## src/rtl/cguard_pkg.sv

```systemverilog
// Package: shared types and field positions for the guarded control register.
// Assumes an 8-bit register whose bit positions are fixed by the software view.
package cguard_pkg;

    // Action recorded from an accepted byte, applied at the following stop.
    typedef enum logic [2:0] {
        ACT_NONE      = 3'd0,
        ACT_SET_WEL   = 3'd1,
        ACT_CLR_WEL   = 3'd2,
        ACT_ARM_RWEL  = 3'd3,
        ACT_HOLD_RWEL = 3'd4,
        ACT_COMMIT    = 3'd5
    } act_e;

    // Persistent configuration fields.
    typedef struct packed {
        logic [1:0] pup;
        logic [1:0] wd;
        logic       bp;
    } persist_t;

    localparam int unsigned REG_W    = 8;
    localparam int unsigned B_PUP1   = 7;
    localparam int unsigned B_WD1    = 6;
    localparam int unsigned B_WD0    = 5;
    localparam int unsigned B_BP     = 4;
    localparam int unsigned B_ESC    = 2;
    localparam int unsigned B_PUP0   = 0;

    localparam logic [REG_W-1:0] CODE_WEL_OFF = 8'h00;
    localparam logic [REG_W-1:0] CODE_WEL_ON  = 8'h02;
    localparam logic [REG_W-1:0] CODE_ARM     = 8'h06;

    // Assemble the software-visible register image.
    function automatic logic [REG_W-1:0] pack_reg(input persist_t p, input logic rwel,
                                                  input logic wel);
        return {p.pup[1], p.wd[1], p.wd[0], p.bp, 1'b0, rwel, wel, p.pup[0]};
    endfunction

    // Extract the persistent fields from a commit byte.
    function automatic persist_t unpack_persist(input logic [REG_W-1:0] d);
        persist_t p;
        p.pup = {d[B_PUP1], d[B_PUP0]};
        p.wd  = {d[B_WD1], d[B_WD0]};
        p.bp  = d[B_BP];
        return p;
    endfunction

endpackage

```

## src/rtl/cguard_decode.sv

```systemverilog
// Module: classifies a received byte against the current latch state.
// Assumes latch state only changes at stops, so the inputs are stable for the byte.
module cguard_decode
    import cguard_pkg::*;
(
    input  logic [REG_W-1:0] data_i,
    input  logic             wel_i,
    input  logic             rwel_i,
    input  logic             busy_i,
    output act_e             act_o,
    output logic             accept_o
);

    // Priority: busy refuses everything, then RWEL level, then WEL level, then locked.
    always_comb begin
        act_o    = ACT_NONE;
        accept_o = 1'b0;
        if (busy_i) begin
            act_o    = ACT_NONE;
        end else if (rwel_i) begin
            accept_o = 1'b1;
            act_o    = data_i[B_ESC] ? ACT_HOLD_RWEL : ACT_COMMIT;
        end else if (wel_i) begin
            if (data_i == CODE_WEL_OFF) begin
                accept_o = 1'b1;
                act_o    = ACT_CLR_WEL;
            end else if (data_i == CODE_WEL_ON) begin
                accept_o = 1'b1;
                act_o    = ACT_SET_WEL;
            end else if (data_i == CODE_ARM) begin
                accept_o = 1'b1;
                act_o    = ACT_ARM_RWEL;
            end
        end else if (data_i == CODE_WEL_ON) begin
            accept_o = 1'b1;
            act_o    = ACT_SET_WEL;
        end
    end

endmodule

```

## src/rtl/cguard_timer.sv

```systemverilog
// Module: emulated nonvolatile commit timer; busy for COMMIT_CYCLES cycles after a load.
// Assumes load_i is never raised while busy (the caller refuses writes then).
module cguard_timer #(
    parameter int unsigned COMMIT_CYCLES = 1000
) (
    input  logic clk,
    input  logic rst_n,
    input  logic load_i,
    output logic busy_o
);

    localparam int unsigned CNT_W = $clog2(COMMIT_CYCLES + 1);
    localparam logic [CNT_W-1:0] CNT_LOAD = CNT_W'(COMMIT_CYCLES);

    logic [CNT_W-1:0] cnt_q;

    // Load the window on a commit, otherwise count down to zero.
    always_ff @(posedge clk) begin
        if (!rst_n) begin
            cnt_q <= '0;
        end else if (load_i) begin
            cnt_q <= CNT_LOAD;
        end else if (cnt_q != '0) begin
            cnt_q <= cnt_q - 1'b1;
        end
    end

    assign busy_o = (cnt_q != '0);

    assert_load_busy_R5: assert property (@(posedge clk) disable iff (!rst_n)
        load_i |=> busy_o);
    assert_idle_stays_R5: assert property (@(posedge clk) disable iff (!rst_n)
        (!busy_o && !load_i) |=> !busy_o);

endmodule

```

## src/rtl/ctrl_guard_seq.sv

```systemverilog
// Module: guarded control register with a three-step unlock before persistent writes.
// Assumes decoded bus events: start and stop never share a cycle with each other
// or with a byte pulse; a byte pulse carries its address-match flag and data.
module ctrl_guard_seq
    import cguard_pkg::*;
#(
    parameter int unsigned COMMIT_CYCLES = 1000,
    parameter logic [1:0]  RST_WD        = 2'b11,
    parameter logic [1:0]  RST_PUP       = 2'b01,
    parameter logic        RST_BP        = 1'b0
) (
    input  logic             clk,
    input  logic             rst_n,
    input  logic             txn_start_i,
    input  logic             txn_stop_i,
    input  logic             byte_valid_i,
    input  logic             byte_sel_i,
    input  logic [REG_W-1:0] byte_data_i,
    input  logic             rd_req_i,
    output logic             ack_o,
    output logic             nack_o,
    output logic             busy_o,
    output logic [REG_W-1:0] rd_data_o,
    output logic [1:0]       wd_sel_o,
    output logic [1:0]       pup_sel_o,
    output logic             bp_o
);

    localparam persist_t PERSIST_RST = '{pup: RST_PUP, wd: RST_WD, bp: RST_BP};

    logic             wel_q, rwel_q;
    persist_t         persist_q;
    logic             in_txn_q, seen_q;
    act_e             pend_q;
    logic [REG_W-1:0] pend_data_q;
    logic             ack_q, nack_q;
    logic [REG_W-1:0] rd_q;

    act_e             dec_act;
    logic             dec_accept;
    logic             byte_hit, byte_ok, commit_go;

    cguard_decode u_decode (
        .data_i   (byte_data_i),
        .wel_i    (wel_q),
        .rwel_i   (rwel_q),
        .busy_i   (busy_o),
        .act_o    (dec_act),
        .accept_o (dec_accept)
    );

    assign byte_hit  = byte_valid_i && byte_sel_i;
    assign byte_ok   = dec_accept && in_txn_q && !seen_q;
    assign commit_go = txn_stop_i && !txn_start_i && in_txn_q && (pend_q == ACT_COMMIT);

    cguard_timer #(.COMMIT_CYCLES(COMMIT_CYCLES)) u_timer (
        .clk    (clk),
        .rst_n  (rst_n),
        .load_i (commit_go),
        .busy_o (busy_o)
    );

    // One response pulse per matched byte.
    always_ff @(posedge clk) begin
        if (!rst_n) begin
            ack_q  <= 1'b0;
            nack_q <= 1'b0;
        end else begin
            ack_q  <= byte_hit && byte_ok;
            nack_q <= byte_hit && !byte_ok;
        end
    end

    // Transaction tracking: open on start, close on stop, remember one pending action.
    always_ff @(posedge clk) begin
        if (!rst_n) begin
            in_txn_q    <= 1'b0;
            seen_q      <= 1'b0;
            pend_q      <= ACT_NONE;
            pend_data_q <= '0;
        end else if (txn_start_i) begin
            in_txn_q <= 1'b1;
            seen_q   <= 1'b0;
            pend_q   <= ACT_NONE;
        end else if (txn_stop_i) begin
            in_txn_q <= 1'b0;
            seen_q   <= 1'b0;
            pend_q   <= ACT_NONE;
        end else if (byte_hit) begin
            seen_q <= 1'b1;
            if (byte_ok) begin
                pend_q      <= dec_act;
                pend_data_q <= byte_data_i;
            end else begin
                pend_q <= ACT_NONE;
            end
        end
    end

    // Apply the pending action to the latches and persistent fields at the stop.
    always_ff @(posedge clk) begin
        if (!rst_n) begin
            wel_q     <= 1'b0;
            rwel_q    <= 1'b0;
            persist_q <= PERSIST_RST;
        end else if (txn_stop_i && !txn_start_i && in_txn_q) begin
            case (pend_q)
                ACT_SET_WEL:  wel_q <= 1'b1;
                ACT_CLR_WEL:  wel_q <= 1'b0;
                ACT_ARM_RWEL: begin
                    wel_q  <= 1'b1;
                    rwel_q <= 1'b1;
                end
                ACT_COMMIT: begin
                    persist_q <= unpack_persist(pend_data_q);
                    rwel_q    <= 1'b0;
                end
                default: ;
            endcase
        end
    end

    // Capture the register image on a read request.
    always_ff @(posedge clk) begin
        if (!rst_n) begin
            rd_q <= '0;
        end else if (rd_req_i) begin
            rd_q <= pack_reg(persist_q, rwel_q, wel_q);
        end
    end

    assign ack_o     = ack_q;
    assign nack_o    = nack_q;
    assign rd_data_o = rd_q;
    assign wd_sel_o  = persist_q.wd;
    assign pup_sel_o = persist_q.pup;
    assign bp_o      = persist_q.bp;

    assert_locked_nack_R2: assert property (@(posedge clk) disable iff (!rst_n)
        (byte_hit && !wel_q && byte_data_i != CODE_WEL_ON) |=> (nack_o && !ack_o));
    assert_rwel_needs_wel_R4: assert property (@(posedge clk) disable iff (!rst_n)
        rwel_q |-> wel_q);
    assert_second_byte_R7: assert property (@(posedge clk) disable iff (!rst_n)
        (byte_hit && seen_q && !txn_start_i) |=> nack_o);
    assert_persist_hold_R8: assert property (@(posedge clk) disable iff (!rst_n)
        !commit_go |=> $stable(persist_q));
    assert_busy_nack_R9: assert property (@(posedge clk) disable iff (!rst_n)
        (byte_hit && busy_o) |=> nack_o);
    assert_one_resp_R11: assert property (@(posedge clk) disable iff (!rst_n)
        !(ack_o && nack_o));
    assert_unsel_silent_R11: assert property (@(posedge clk) disable iff (!rst_n)
        !(byte_valid_i && byte_sel_i) |=> !(ack_o || nack_o));

endmodule

```

## config.mk

```make
export PLATFORM = sky130hd
export DESIGN_NAME = ctrl_guard_seq
export DESIGN_NICKNAME = d
export VERILOG_FILES = /design/src/rtl/cguard_pkg.sv /design/src/rtl/cguard_decode.sv /design/src/rtl/cguard_timer.sv /design/src/rtl/ctrl_guard_seq.sv
export SDC_FILE = /design/constraint.sdc
export NUM_CORES = 1
export LEC_CHECK = 0
export ABC_AREA = 1
export CAP_MARGIN = 20
export CORE_UTILIZATION = 47
export CTS_CLUSTER_SIZE = 20
export DETAILED_ROUTE_END_ITERATION = 10
export PLACE_DENSITY = 0.73
export SLEW_MARGIN = 20
export SYNTH_ARGS = -nofsm -noshare
export SYNTH_HDL_FRONTEND = slang
export SYNTH_HIERARCHICAL = 1
export SYNTH_SLANG_ARGS = --single-unit
```

## constraint.sdc

```tcl
create_clock -name clk -period 4.8 [get_ports clk]
set_clock_uncertainty 0.2 [all_clocks]
set_input_delay 1.44 -clock clk [delete_from_list [all_inputs] [get_ports clk]]
set_output_delay 1.44 -clock clk [all_outputs]
set_load 0.005 [all_outputs]
```

==> impl_metrics.ini <==
[worst_setup_path]
cp_max_fo = 15
critPathMaxStageDelay_ns = 0.55
critPathCaptureType = output pin
crit_chain = inv_1 -> ha_1 -> nand2_2 -> nor2_4 -> nand2_2 -> clkdlybuf4s50_1
path_class = reg2out
cp_common_cell = nand2_2
cp.arrival_ns = 1.94
cp.required_ns = 3.16
crit_path_start_kind = flop
cpMaxStageDelayCell = clkdlybuf4s50_1

[clock_tree]
clkSlewWorstSetupHoldPaths_ns = 0.10
clockBufferDepth = 2
cts_sinks = 36
cts_made_buffers = 5
cts_tree = built
post-cts-setup-buffer-count = 0
htree_levels = 2
cts_resized = 0
clk-insertion-delay-late_ns = 0.35
hold_buffers = 0
cts_root_buf = clkbuf_4

[layout]
area_growth_syn_to_layout_pct = 21.6
drive_above_1_share_pct = 10.1
fin_nets = 291
diodes = 0

[routing]
num_vias = 1536
ant_nets = 0
drt-total-wl_um = 3340
wl_per_cell_um = 10.4
first_iter_violations = 76
first_pass_iters = 5
route.detailed.drc = 0
routed_via_density = 4.77

[synthesis]
async_flop_share_pct = 0
post-synth-top-area-cell = dfxtp_1
synth_cell_types = 28
synth_edf_count = 0
ys_seq_elements = 36
syn_area_um2 = 1710
yosysMostFrequentCell = nand2_1
synthTopCellsByCount = nand2_1 (45), nor2_1 (43), dfxtp_1 (36)
yosysSeqAreaShare_pct = 42.1
syn_nets = 259
synth-main-ff-cell = dfxtp_1
yosys_warnings = 6
synthCells = 243
avgSynthCellArea_um2 = 7.04
synth_top_area_share_pct = 42.1
synthTopCellsByArea = dfxtp_1 (42%), nand2_1 (9.9%), nor2_1 (9.4%)

[timing]
max_slew.worst_pin.slew_ns = 0.723
worst_slack_ns = 1.22
drv_slew = 0
tns_ns = 0
hold_viol = 0
max_freq_ghz = 0.279
relSlewSlack_pct = 51.7
period_minus_slack_ns = 3.58
min_period_over_period_pct = 74.6
setup_viol = 0
rsz0062_at_grt = false

[global_route]
gr-usage-all-layers_pct = 19.6
grt_overflow = 0
grt_max_degree = 23
antenna_found_initial = 0
grt_pass1_wl_um = 5950
grt_pass1_vias = 1421

[power_and_ir_drop]
pwr_density_cell_nw_per_um2 = 406
vdd_drop_max_uv = 180
p_leak_nw = 0.903

[placed_design]
dp_hpwl_um = 2490
place_congestion = 0.746
port_buffers = 29
pre_cts_ws_ns = 1.38

[die]
die-area_um2 = 3890
core_um2 = 3420
die_height_um = 62.3
die_x_um = 62.3
rows = 21
num_io_pins = 31
start_util_pct = 50.1

[run]
cap_viol_max_count = 0

[run_status]
status = finished, final reports clean

[min_path]
hold_path.class = reg2reg
-- worst max-delay path, delay by kind of cell (launching register included) --
kind	cells	cell delay, ns
buf+inv	2	0.63
fa+ha+maj	1	0.23
flops	1	0.36
simple gates	3	0.39
-- routing by layer --
layer,GRT usage (%),up-vias,part of all wire (%)
met2,33.0,33,45
met3,3.86,13,4.0
met4,11.3,0,2.6
li1,-,823,-
met1,23.1,667,48
met5,0,-,0
-- sequential cells by signal (all words and copies together), names as in the netlist --
signal         flops
wel_q              1
rwel_q             1
rd_data_o          7
u_timer/cnt_q     10
ack_o              1
bp_o               1
wd_sel_o           2
seen_q             1
pup_sel_o          2
pend_data_q        5
pend_q             3
in_txn_q           1
nack_o             1
-- per-stage QoR --
step | power, W | util, % | hold WS (ns) | std cells | instance area (µm²)
CTS | 0.000855 | 60.9 | 0.255 | 322 | 2080
global placement | 0.000678 | 59.2 | 0.241 | 314 | 2020
finish | 0.000845 | 60.9 | 0.259 | 322 | 2080
detailed placement | 0.000684 | 59.2 | 0.241 | 314 | 2020
global route | 0.000921 | 60.9 | 0.303 | 322 | 2080
floorplan | 0.000617 | - | 0.222 | 243 | 1710
-- report_power, final --
group,total (W),internal (W),switching [W]
Sequential,0.000368,0.000338,0.0000303
Combinational,0.000306,0.000122,0.000184
Clock,0.000171,0.0000723,0.0000984
Total,0.000845,0.000533,0.000313
-- kinds of logic (layout without fill, tap and decap cells) --
logic type | count (synthesis) | count (layout) | share of synthesized area, %
fa+ha+maj | 1 | 1 | 0.731
xor+xnor | 1 | 1 | 0.512
compound gates | 31 | 31 | 9.58
buf+inv | 39 | 72 | 9.87
flops | 36 | 36 | 42.1
simple gates | 134 | 134 | 37.0
other cells | 1 | 1 | 0.219
-- cell type report --
cell class                 instances  area [µm²]
multi-input combinational        168         822
timing repair buffer              29         290
tap                               46        57.6
inverter                          35         131
clock buffer                       8        58.8
fill                             334        1340
sequential                        36         721
-- final timing paths --
kind                            depth (start not counted)  slack [ns]              from                to
worst max-delay path                                    6        1.22  u_timer/cnt_q[0]            busy_o
worst min-delay path                                    1        0.26  u_timer/cnt_q[0]  u_timer/cnt_q[0]
worst max register to register                         12        2.64  u_timer/cnt_q[0]    pend_data_q[6]
worst min register to register                          1        0.26  u_timer/cnt_q[0]  u_timer/cnt_q[0]
-- layout by cell type (no fill, tap or decap), types with 2 or more instances in the layout --
cell type	instances
clkbuf_4	5
o21ai_1	2
nor2_2	5
nor2_1	43
nor2_4	5
dfxtp_1	36
a21oi_1	15
nand3_1	21
nand2_2	7
clkbuf_1	2
nand4_1	2
nand2_1	45
o21ai_0	11
nor3_1	2
clkdlybuf4s50_1	29
inv_1	34
Power figures use the tool's default switching activity.
